`src/rtl/pptx_pkg.sv`:
```
package pptx_pkg;

  localparam int MIN_WIDTH = 3;
  localparam int GAP_CLKS  = 3;

  typedef enum logic [2:0] {
    ST_IDLE,
    ST_SETUP,
    ST_STROBE,
    ST_GAP,
    ST_WAIT
  } pptxState_t;

  typedef struct packed {
    logic accept;
    logic loadSetup;
    logic loadWidth;
    logic loadGap;
    logic countDown;
  } pptxCtl_t;

endpackage

```
`src/rtl/pptx_sync.sv`:
```
module pptx_sync #(
  parameter int WIDTH = 2,
  parameter int STAGES = 2,
  parameter logic [WIDTH-1:0] RESET_VAL = '0
) (
  input  logic             clk,
  input  logic             rstN,
  input  logic [WIDTH-1:0] asyncIn,
  output logic [WIDTH-1:0] syncOut
);

  logic [WIDTH-1:0] stageQ [STAGES];

  generate
    for (genvar s = 0; s < STAGES; s++) begin : g_stage
      if (s == 0) begin : g_first
        always_ff @(posedge clk or negedge rstN) begin
          if (!rstN) stageQ[s] <= RESET_VAL;
          else       stageQ[s] <= asyncIn;
        end
      end else begin : g_next
        always_ff @(posedge clk or negedge rstN) begin
          if (!rstN) stageQ[s] <= RESET_VAL;
          else       stageQ[s] <= stageQ[s-1];
        end
      end
    end
  endgenerate

  assign syncOut = stageQ[STAGES-1];

endmodule

```
`src/rtl/pptx_datapath.sv`:
```
module pptx_datapath
  import pptx_pkg::*;
#(
  parameter int DATA_W = 8,
  parameter int TIME_W = 4
) (
  input  logic              clk,
  input  logic              rstN,
  input  pptxCtl_t          ctl,
  input  logic [DATA_W-1:0] inData,
  input  logic [TIME_W-1:0] cfgSetup,
  input  logic [TIME_W-1:0] cfgWidth,
  input  logic [1:0]        cfgMode,
  output logic [DATA_W-1:0] pData,
  output logic              cntZero,
  output logic              cntLast,
  output logic              setupZeroIn,
  output logic              ackModeQ
);

  localparam logic [TIME_W-1:0] MIN_W   = TIME_W'(MIN_WIDTH);
  localparam logic [TIME_W-1:0] GAP_LD  = TIME_W'(GAP_CLKS - 2);
  localparam logic [TIME_W-1:0] ONE     = TIME_W'(1);

  logic [DATA_W-1:0] dataQ;
  logic [TIME_W-1:0] widthQ;
  logic [TIME_W-1:0] cntQ;
  logic [TIME_W-1:0] widthEffIn;
  logic [TIME_W-1:0] widthSel;

  function automatic logic [TIME_W-1:0] clampWidth(input logic [TIME_W-1:0] w);
    return (w < MIN_W) ? MIN_W : w;
  endfunction

  assign widthEffIn  = clampWidth(cfgWidth);
  assign widthSel    = ctl.accept ? widthEffIn : widthQ;
  assign setupZeroIn = (cfgSetup == '0);

  // Byte and per-byte configuration, captured at acceptance
  always_ff @(posedge clk or negedge rstN) begin
    if (!rstN) begin
      dataQ    <= '0;
      widthQ   <= MIN_W;
      ackModeQ <= 1'b0;
    end else if (ctl.accept) begin
      dataQ    <= inData;
      widthQ   <= widthEffIn;
      ackModeQ <= (cfgMode == 2'b10);
    end
  end

  // One shared down-counter serves setup, strobe width and gap
  always_ff @(posedge clk or negedge rstN) begin
    if (!rstN) begin
      cntQ <= '0;
    end else if (ctl.loadSetup) begin
      cntQ <= cfgSetup;
    end else if (ctl.loadWidth) begin
      cntQ <= widthSel - ONE;
    end else if (ctl.loadGap) begin
      cntQ <= GAP_LD;
    end else if (ctl.countDown && (cntQ != '0)) begin
      cntQ <= cntQ - ONE;
    end
  end

  assign cntZero = (cntQ == '0);
  assign cntLast = (cntQ <= ONE);
  assign pData   = dataQ;

  AST_WIDTH_NOT_SHORT: assert property (@(posedge clk) disable iff (!rstN)
    ctl.loadWidth |=> (cntQ >= TIME_W'(MIN_WIDTH - 1)));

endmodule

```
`src/rtl/pptx_ctrl.sv`:
```
module pptx_ctrl
  import pptx_pkg::*;
(
  input  logic     clk,
  input  logic     rstN,
  input  logic     inValid,
  input  logic     busyS,
  input  logic     ackNS,
  input  logic     cntZero,
  input  logic     cntLast,
  input  logic     setupZeroIn,
  input  logic     ackModeQ,
  output pptxCtl_t ctl,
  output logic     inReady,
  output logic     strobeN,
  output logic     done
);

  pptxState_t stateQ, stateD;
  logic strobeNQ;
  logic doneQ, doneD;
  logic ackPrevQ;
  logic ackFall;
  logic ackSeenQ;
  logic release_;

  assign ackFall  = ackPrevQ & ~ackNS;
  assign release_ = !busyS && (!ackModeQ || ackSeenQ);

  always_comb begin
    stateD  = stateQ;
    ctl     = '0;
    doneD   = 1'b0;
    inReady = 1'b0;
    unique case (stateQ)
      ST_IDLE: begin
        inReady = 1'b1;
        if (inValid) begin
          ctl.accept = 1'b1;
          if (setupZeroIn && !busyS) begin
            ctl.loadWidth = 1'b1;
            stateD        = ST_STROBE;
          end else begin
            ctl.loadSetup = 1'b1;
            stateD        = ST_SETUP;
          end
        end
      end
      ST_SETUP: begin
        if (cntLast && !busyS) begin
          ctl.loadWidth = 1'b1;
          stateD        = ST_STROBE;
        end else begin
          ctl.countDown = 1'b1;
        end
      end
      ST_STROBE: begin
        if (cntZero) begin
          ctl.loadGap = 1'b1;
          stateD      = ST_GAP;
        end else begin
          ctl.countDown = 1'b1;
        end
      end
      ST_GAP: begin
        if (cntZero) begin
          if (release_) begin
            doneD  = 1'b1;
            stateD = ST_IDLE;
          end else begin
            stateD = ST_WAIT;
          end
        end else begin
          ctl.countDown = 1'b1;
        end
      end
      ST_WAIT: begin
        if (release_) begin
          doneD  = 1'b1;
          stateD = ST_IDLE;
        end
      end
      default: stateD = ST_IDLE;
    endcase
  end

  always_ff @(posedge clk or negedge rstN) begin
    if (!rstN) begin
      stateQ   <= ST_IDLE;
      strobeNQ <= 1'b1;
      doneQ    <= 1'b0;
      ackPrevQ <= 1'b1;
    end else begin
      stateQ   <= stateD;
      strobeNQ <= (stateD != ST_STROBE);
      doneQ    <= doneD;
      ackPrevQ <= ackNS;
    end
  end

  // Acknowledge is latched once per byte, counted only after the strobe starts
  always_ff @(posedge clk or negedge rstN) begin
    if (!rstN) begin
      ackSeenQ <= 1'b0;
    end else if (ctl.accept) begin
      ackSeenQ <= 1'b0;
    end else if (ackFall && (stateQ == ST_STROBE || stateQ == ST_GAP || stateQ == ST_WAIT)) begin
      ackSeenQ <= 1'b1;
    end
  end

  assign strobeN = strobeNQ;
  assign done    = doneQ;

  AST_STROBE_MIN_LOW: assert property (@(posedge clk) disable iff (!rstN)
    $fell(strobeNQ) |-> !strobeNQ ##1 !strobeNQ ##1 !strobeNQ);

  AST_GAP_HIGH: assert property (@(posedge clk) disable iff (!rstN)
    $rose(strobeNQ) |-> strobeNQ ##1 strobeNQ ##1 strobeNQ);

  AST_NO_STROBE_BUSY: assert property (@(posedge clk) disable iff (!rstN)
    $fell(strobeNQ) |-> !$past(busyS));

  AST_DONE_NOT_BUSY: assert property (@(posedge clk) disable iff (!rstN)
    doneQ |-> !$past(busyS));

  AST_ACK_BEFORE_DONE: assert property (@(posedge clk) disable iff (!rstN)
    (doneQ && ackModeQ) |-> $past(ackSeenQ));

  AST_READY_IDLE: assert property (@(posedge clk) disable iff (!rstN)
    inReady |-> strobeNQ);

  AST_DONE_PULSE: assert property (@(posedge clk) disable iff (!rstN)
    doneQ |=> !doneQ);

endmodule

```
`src/rtl/pptx_engine.sv`:
```
module pptx_engine
  import pptx_pkg::*;
#(
  parameter int DATA_W = 8,
  parameter int TIME_W = 4,
  parameter int SYNC_STAGES = 2
) (
  input  logic              clk,
  input  logic              rstN,
  input  logic              inValid,
  input  logic [DATA_W-1:0] inData,
  output logic              inReady,
  input  logic [TIME_W-1:0] cfgSetup,
  input  logic [TIME_W-1:0] cfgWidth,
  input  logic [1:0]        cfgMode,
  input  logic              busyIn,
  input  logic              ackInN,
  output logic [DATA_W-1:0] pData,
  output logic              strobeN,
  output logic              done
);

  pptxCtl_t ctl;
  logic [1:0] syncOut;
  logic busyS, ackNS;
  logic cntZero, cntLast, setupZeroIn, ackModeQ;

  pptx_sync #(
    .WIDTH    (2),
    .STAGES   (SYNC_STAGES),
    .RESET_VAL(2'b10)
  ) u_sync (
    .clk    (clk),
    .rstN   (rstN),
    .asyncIn({ackInN, busyIn}),
    .syncOut(syncOut)
  );

  assign busyS = syncOut[0];
  assign ackNS = syncOut[1];

  pptx_ctrl u_ctrl (
    .clk        (clk),
    .rstN       (rstN),
    .inValid    (inValid),
    .busyS      (busyS),
    .ackNS      (ackNS),
    .cntZero    (cntZero),
    .cntLast    (cntLast),
    .setupZeroIn(setupZeroIn),
    .ackModeQ   (ackModeQ),
    .ctl        (ctl),
    .inReady    (inReady),
    .strobeN    (strobeN),
    .done       (done)
  );

  pptx_datapath #(
    .DATA_W(DATA_W),
    .TIME_W(TIME_W)
  ) u_dp (
    .clk        (clk),
    .rstN       (rstN),
    .ctl        (ctl),
    .inData     (inData),
    .cfgSetup   (cfgSetup),
    .cfgWidth   (cfgWidth),
    .cfgMode    (cfgMode),
    .pData      (pData),
    .cntZero    (cntZero),
    .cntLast    (cntLast),
    .setupZeroIn(setupZeroIn),
    .ackModeQ   (ackModeQ)
  );

  AST_DATA_HOLD: assert property (@(posedge clk) disable iff (!rstN)
    (!strobeN && $past(!strobeN)) |-> $stable(pData));

endmodule

```
`config.mk`:
```
export PLATFORM = sky130hd
export DESIGN_NAME = pptx_engine
export DESIGN_NICKNAME = d
export VERILOG_FILES = /design/src/rtl/pptx_pkg.sv /design/src/rtl/pptx_sync.sv /design/src/rtl/pptx_datapath.sv /design/src/rtl/pptx_ctrl.sv /design/src/rtl/pptx_engine.sv
export SDC_FILE = /design/constraint.sdc
export NUM_CORES = 1
export LEC_CHECK = 0
export BUFFER_PORTS_ARGS = -buffer_cell sky130_fd_sc_hd__buf_2
export CAP_MARGIN = 20
export CORE_UTILIZATION = 46
export CTS_CLUSTER_SIZE = 30
export DETAILED_ROUTE_END_ITERATION = 10
export GPL_TIMING_DRIVEN = 0
export HOLD_SLACK_MARGIN = 0.06
export PLACE_DENSITY_LB_ADDON = 0.05
export SYNTH_ARGS = -nofsm -noshare
export SYNTH_HDL_FRONTEND = slang
export SYNTH_SLANG_ARGS = --single-unit
```
`constraint.sdc`:
```
create_clock -name clk -period 2.7 [get_ports clk]
set_clock_uncertainty 0.2 [all_clocks]
set_input_delay 0.54 -clock clk [delete_from_list [all_inputs] [get_ports clk]]
set_output_delay 0.54 -clock clk [all_outputs]
set_load 0.01 [all_outputs]
```
After elaboration in Yosys (flattened, before gate mapping)
Cells that the tools add are included.
Word-level totals
  memories: 0
  bits in read-only memories: 0
  latch bits: 0
  memory bits (writable): 0
  register bits: 28
Operators by class
  equality and inequality tests: 6
  add/sub/neg operators: 2
  shift operators: 0
  magnitude comparators: 2
  bitwise gates (word level): 2
  multipliers: 0
  divide/modulo/power cells: 0
  muxes and demuxes: 31
  reduce and logical (&&, ||, !) cells: 17
Operators by type and width (count)
  2-to-1 mux 4 bit: 6
  2-to-1 mux 3 bit: 7
  one-hot mux 3 bit (5 select lines): 1
  2-to-1 mux 1 bit: 12
  logical NOT 4 bit: 2
  nonzero test 4 bit: 2
  subtractor 4 x 1 -> 4 bit (second input constant): 2
  == test 3 x 2 -> 1 bit (second input constant): 2
  one-hot mux 1 bit (2 select lines): 3
  logical AND 1 bit: 5
  less-or-equal comparator 4 x 1 -> 1 bit (second input constant): 1
  < comparator 4 x 2 -> 1 bit (second input constant): 1
  2-to-1 mux 2 bit: 2
  == test 3 x 1 -> 1 bit (second input constant): 1
  == test 3 bit (second input constant): 1
  logical NOT 3 bit: 1
  logical OR 1 bit: 3
  inequality test 3 x 2 -> 1 bit (second input constant): 1
  == test 2 bit (second input constant): 1
  logical NOT 1 bit: 2
  nonzero test 2 bit: 1
  OR reduction 2 bit: 1
  AND 1 bit: 1
  inverter 1 bit: 1

Logic depth before layout (Yosys ltp)
  word-level depth: 9
  gate-level depth with buffers: 9
  mapped depth without buffers: 8

Hierarchy
A second synthesis with hierarchy kept.
Unflattened totals
  cell total of the unflattened synthesis: 124
  area total of the unflattened synthesis: 1386.3 µm²
Modules (own cells, without submodules)
  pptx_datapath: cells an instance 78, area an instance 877.1 µm², sequential area each 427.9 µm², times used 1
  pptx_ctrl: cells an instance 40, area an instance 391.6 µm², sequential area each 177.7 µm², times used 1
  pptx_sync: cells an instance 6, area an instance 117.6 µm², sequential area each 102.6 µm², times used 1

Least setup slack after synthesis
Ideal clock, no wire load.
  path type: register to register
  start: register u_ctrl.stateQ[0]
  end: register u_dp.cntQ[2]
  library setup time: 0.127 ns
  data arrival time: 1.836 ns
  path buffers: 2
  stages on the path, launching flop included: 10
  path slack: 0.537 ns
  cells stage by stage: dfrtp_1 > buf_6 > nor4b_4 > buf_2 > nor2_1 > a21o_1 > ha_1 > xor2_1 > mux2i_1 > o21ai_1
Between the ends
  cells in the longest elaborated chain, start to end: 6
RTL lines
  start: declaration: RTL line pptx_ctrl.sv:19  | pptxState_t stateQ, stateD;
  start signal: assignment: RTL line pptx_ctrl.sv:94  | stateQ <= stateD;
  logical NOT 3 bit: RTL line pptx_ctrl.sv:35  | unique case (stateQ)
  2-to-1 mux 2 bit: RTL line pptx_ctrl.sv:35
  2-to-1 mux 4 bit
  subtractor 4 x 1 -> 4 bit: RTL line pptx_datapath.sv:59  | cntQ <= widthSel - ONE;
  2-to-1 mux 4 bit: RTL line pptx_datapath.sv:58  | end else if (ctl.loadWidth) begin
  2-to-1 mux 4 bit: RTL line pptx_datapath.sv:56  | end else if (ctl.loadSetup) begin
  end signal: assignment: RTL line pptx_datapath.sv:57  | cntQ <= cfgSetup;
  end signal: assignment: RTL line pptx_datapath.sv:59
  end signal: assignment: RTL line pptx_datapath.sv:63  | cntQ <= cntQ - ONE;
  end: declaration: RTL line pptx_datapath.sv:27  | logic [TIME_W-1:0] cntQ;
Several ways; a longest one is shown, not always the timed one.
A chain may end at the register's enable or synchronous reset.

Final worst setup path
  start: register u_ctrl.stateQ[1]
  end: register u_dp.cntQ[2]
The elaborated chain is that of the path after synthesis.

==> metrics.txt <==
die width=55.8 um; Psw=624 uW; FILL cells=250; Core Rows=19; ANT cells=0; peak supply drop=0.000742 V; die height=55.8 um; hold buffers post-CTS=1; Worst Path Class, Setup=reg -> reg; Mapped Nets=144; setup bufs post-CTS=0; Detailed Route WL=2.42 mm; Setup crit end kind=register; Async S/R FF share, synth=1.00; r2r worst-path depth=9; RD Place Congestion=0.847; Crit. Startpoint=u_ctrl.stateQ[1]; boundary pin count=34; share of cells above drive strength 1=0.382; Mapped Avg Cell Area=11.3 um2; max-slew violations=0; post-layout util=0.583; HP Start=busyIn; cell leakage power=0.767 nW; setup ws final=0.273 ns; Critical Path RT=2.76 ns; crit path launch type=register; Flop pwr share=0.393; R2R Path Start=u_ctrl.stateQ[1]; Clock power frac=0.155; Commonest cells post-synth=22 x dfrtp_1, 13 x nor2_1, 10 x mux2_2; PortBufs=33; Int Power=1.13 mW; Max clock buf depth=2; first-pass GRT wire length=4.08 mm; # setup viols final=0; Residual DRC=0; Pwr Density=1090 nW/um2; combinational cell fraction of total power=0.452; outcome=finished, final reports clean; Final Hold Viols=0; core area=2760 um2; Pre-antenna DRT Iters=4; layout overhead on the synthesized area=20.8%; nets=184; count leader, synth=dfrtp_1; synth unique cells=34; Reg clk slew, reported paths=0.15 ns; DP Worst Slack=0.227 ns; Peak Freq=0.412 GHz; total number of yosys warnings=0; total global-route track usage=0.167; worst skew pair latency=0.32 ns; Final min period=2.43 ns; Starting Density=0.483; H-Tree Level Count=1; post-synthesis register bit count=28; total power=1.76 mW; initial antenna violation count=0; CP arrival=2.49 ns; routed len/inst=12.9 um; number of global-route vias before repair=951; PostCTS Resize Cnt=0; hold depth=1; Die ar.=3120 um2; switch share=0.355; unrepaired setup endpoints after global routing=no; post-synth top area cell=dfrtp_1; largest net degree at the start of global routing=29; post-synth top area share=0.413; GR Overflow Total=0; Mapped Area=1330 um2; DP Wirelength=1.83 mm; Post-synth EDFFs=0; via count=991; HP Class=in -> reg; DRT iter0 DRCs=30; Max-slew headroom=0.546; Final ANT Viol Nets=0; CTS tree=done; fin crit share=0.899; ys flop type=dfrtp_1; Sink Count=28; Synth Instances=118; Num CTS Buffers=3; max_cap viols=0; DR vias/cell=5.27; Tightest Pin Transition=0.681 ns; CP Max Fanout=10; sequential element share of the synthesized area=0.531; clock root cell=clkbuf_4; post-route setup TNS=0 ns; Synth area leaders=dfrtp_1 41%, dfstp_2 12%, mux2_2 8.5%; worst hold slack=0.109 ns
[power by group through the flow]
stage                     registers (mW)  logic, mW  clock network, mW
after global routing               0.712      0.892              0.297
after CTS                          0.694      0.803              0.280
final                              0.691      0.795              0.272
after floorplan                    0.720      0.561                  0
after global placement             0.694      0.781                  0
after detailed placement           0.703      0.800                  0
[stage by stage]
stage | area (um2) | cells
2_1_floorplan | 1330 | 118
3_3_place_gp | 1540 | 182
3_5_place_dp | 1540 | 182
4_1_cts | 1600 | 187
5_1_grt | 1610 | 188
6_report | 1610 | 188
[layer usage]
metal  vias to the layer above  global-route usage  routed length [um]
li1                        489                   -                   -
met1                       478               0.203                1050
met2                        22               0.291                1250
met3                         2              0.0326                 102
met4                         0              0.0697                  19
met5                         -                   0                   0
[cells in the final DEF, fill, tap and decap left out, types with 2 or more instances in the layout]
cell / synthesis / final
dlygate4sd3_1: 0 / 2
mux2_2: 10 / 10
o21a_1: 2 / 2
xnor2_1: 3 / 3
nand2_1: 4 / 4
a21oi_1: 5 / 5
nor3b_1: 2 / 2
o21ai_0: 5 / 5
buf_2: 1 / 34
clkbuf_4: 0 / 3
inv_1: 8 / 8
nand3b_1: 2 / 2
dfrtp_1: 22 / 22
nand2b_1: 2 / 2
o21ai_1: 3 / 3
buf_4: 2 / 2
nor2_1: 13 / 13
nor3_1: 4 / 4
dfstp_2: 6 / 6
ha_1: 3 / 3
a22oi_1: 4 / 4
mux2i_1: 3 / 3
[cell type report]
type	count	area, um2	area share
Inverter	8	30.0	0.0187
Clock buffer	3	22.5	0.0140
Multi-Input combinational cell	78	563	0.350
Tap cell	31	38.8	0.0241
Buffer	4	31.3	0.0194
Clock inverter	1	30.0	0.0187
Timing Repair Buffer	35	185	0.115
Sequential cell	28	708	0.440
[sequential cells by signal (all words and copies together) (netlist names), 2 cells and up]
register	count
u_dp.widthQ	4
u_sync.stageQ	2
u_ctrl.stateQ	3
u_dp.cntQ	4
u_dp.pData	8
u_sync.syncOut	2
[path summary, 6_finish.rpt]
path,to,slack (ns)
max reg2reg,u_dp.cntQ[2],0.27
min reg2reg,u_sync.syncOut[1],0.17
max in group asynchronous,u_dp.widthQ[2],1.38
min in group asynchronous,u_ctrl.done,0.53
min,u_sync.stageQ[2],0.11
max,u_dp.cntQ[2],0.27
[cells by family (layout without fill, tap and decap cells)]
kind of cell    Yosys count  after routing  synth area share
simple gates             33             33             0.136
flops                    28             28             0.531
compound gates           24             24             0.114
mux                      14             14             0.118
buf+inv                  12             51            0.0460
xor+xnor                  4              4            0.0263
fa+ha+maj                 3              3            0.0282
[worst max-delay path, stage by stage (launching register included)]
cell and delay (ns):
dfrtp_1 0.39, buf_4 0.17, nor4b_4 0.47, buf_2 0.31, nor2_1 0.06, a21o_1 0.17, ha_1 0.19, xor2_1 0.18
mux2i_1 0.09, o21ai_1 0.14
(Power assumes the default switching activity.)
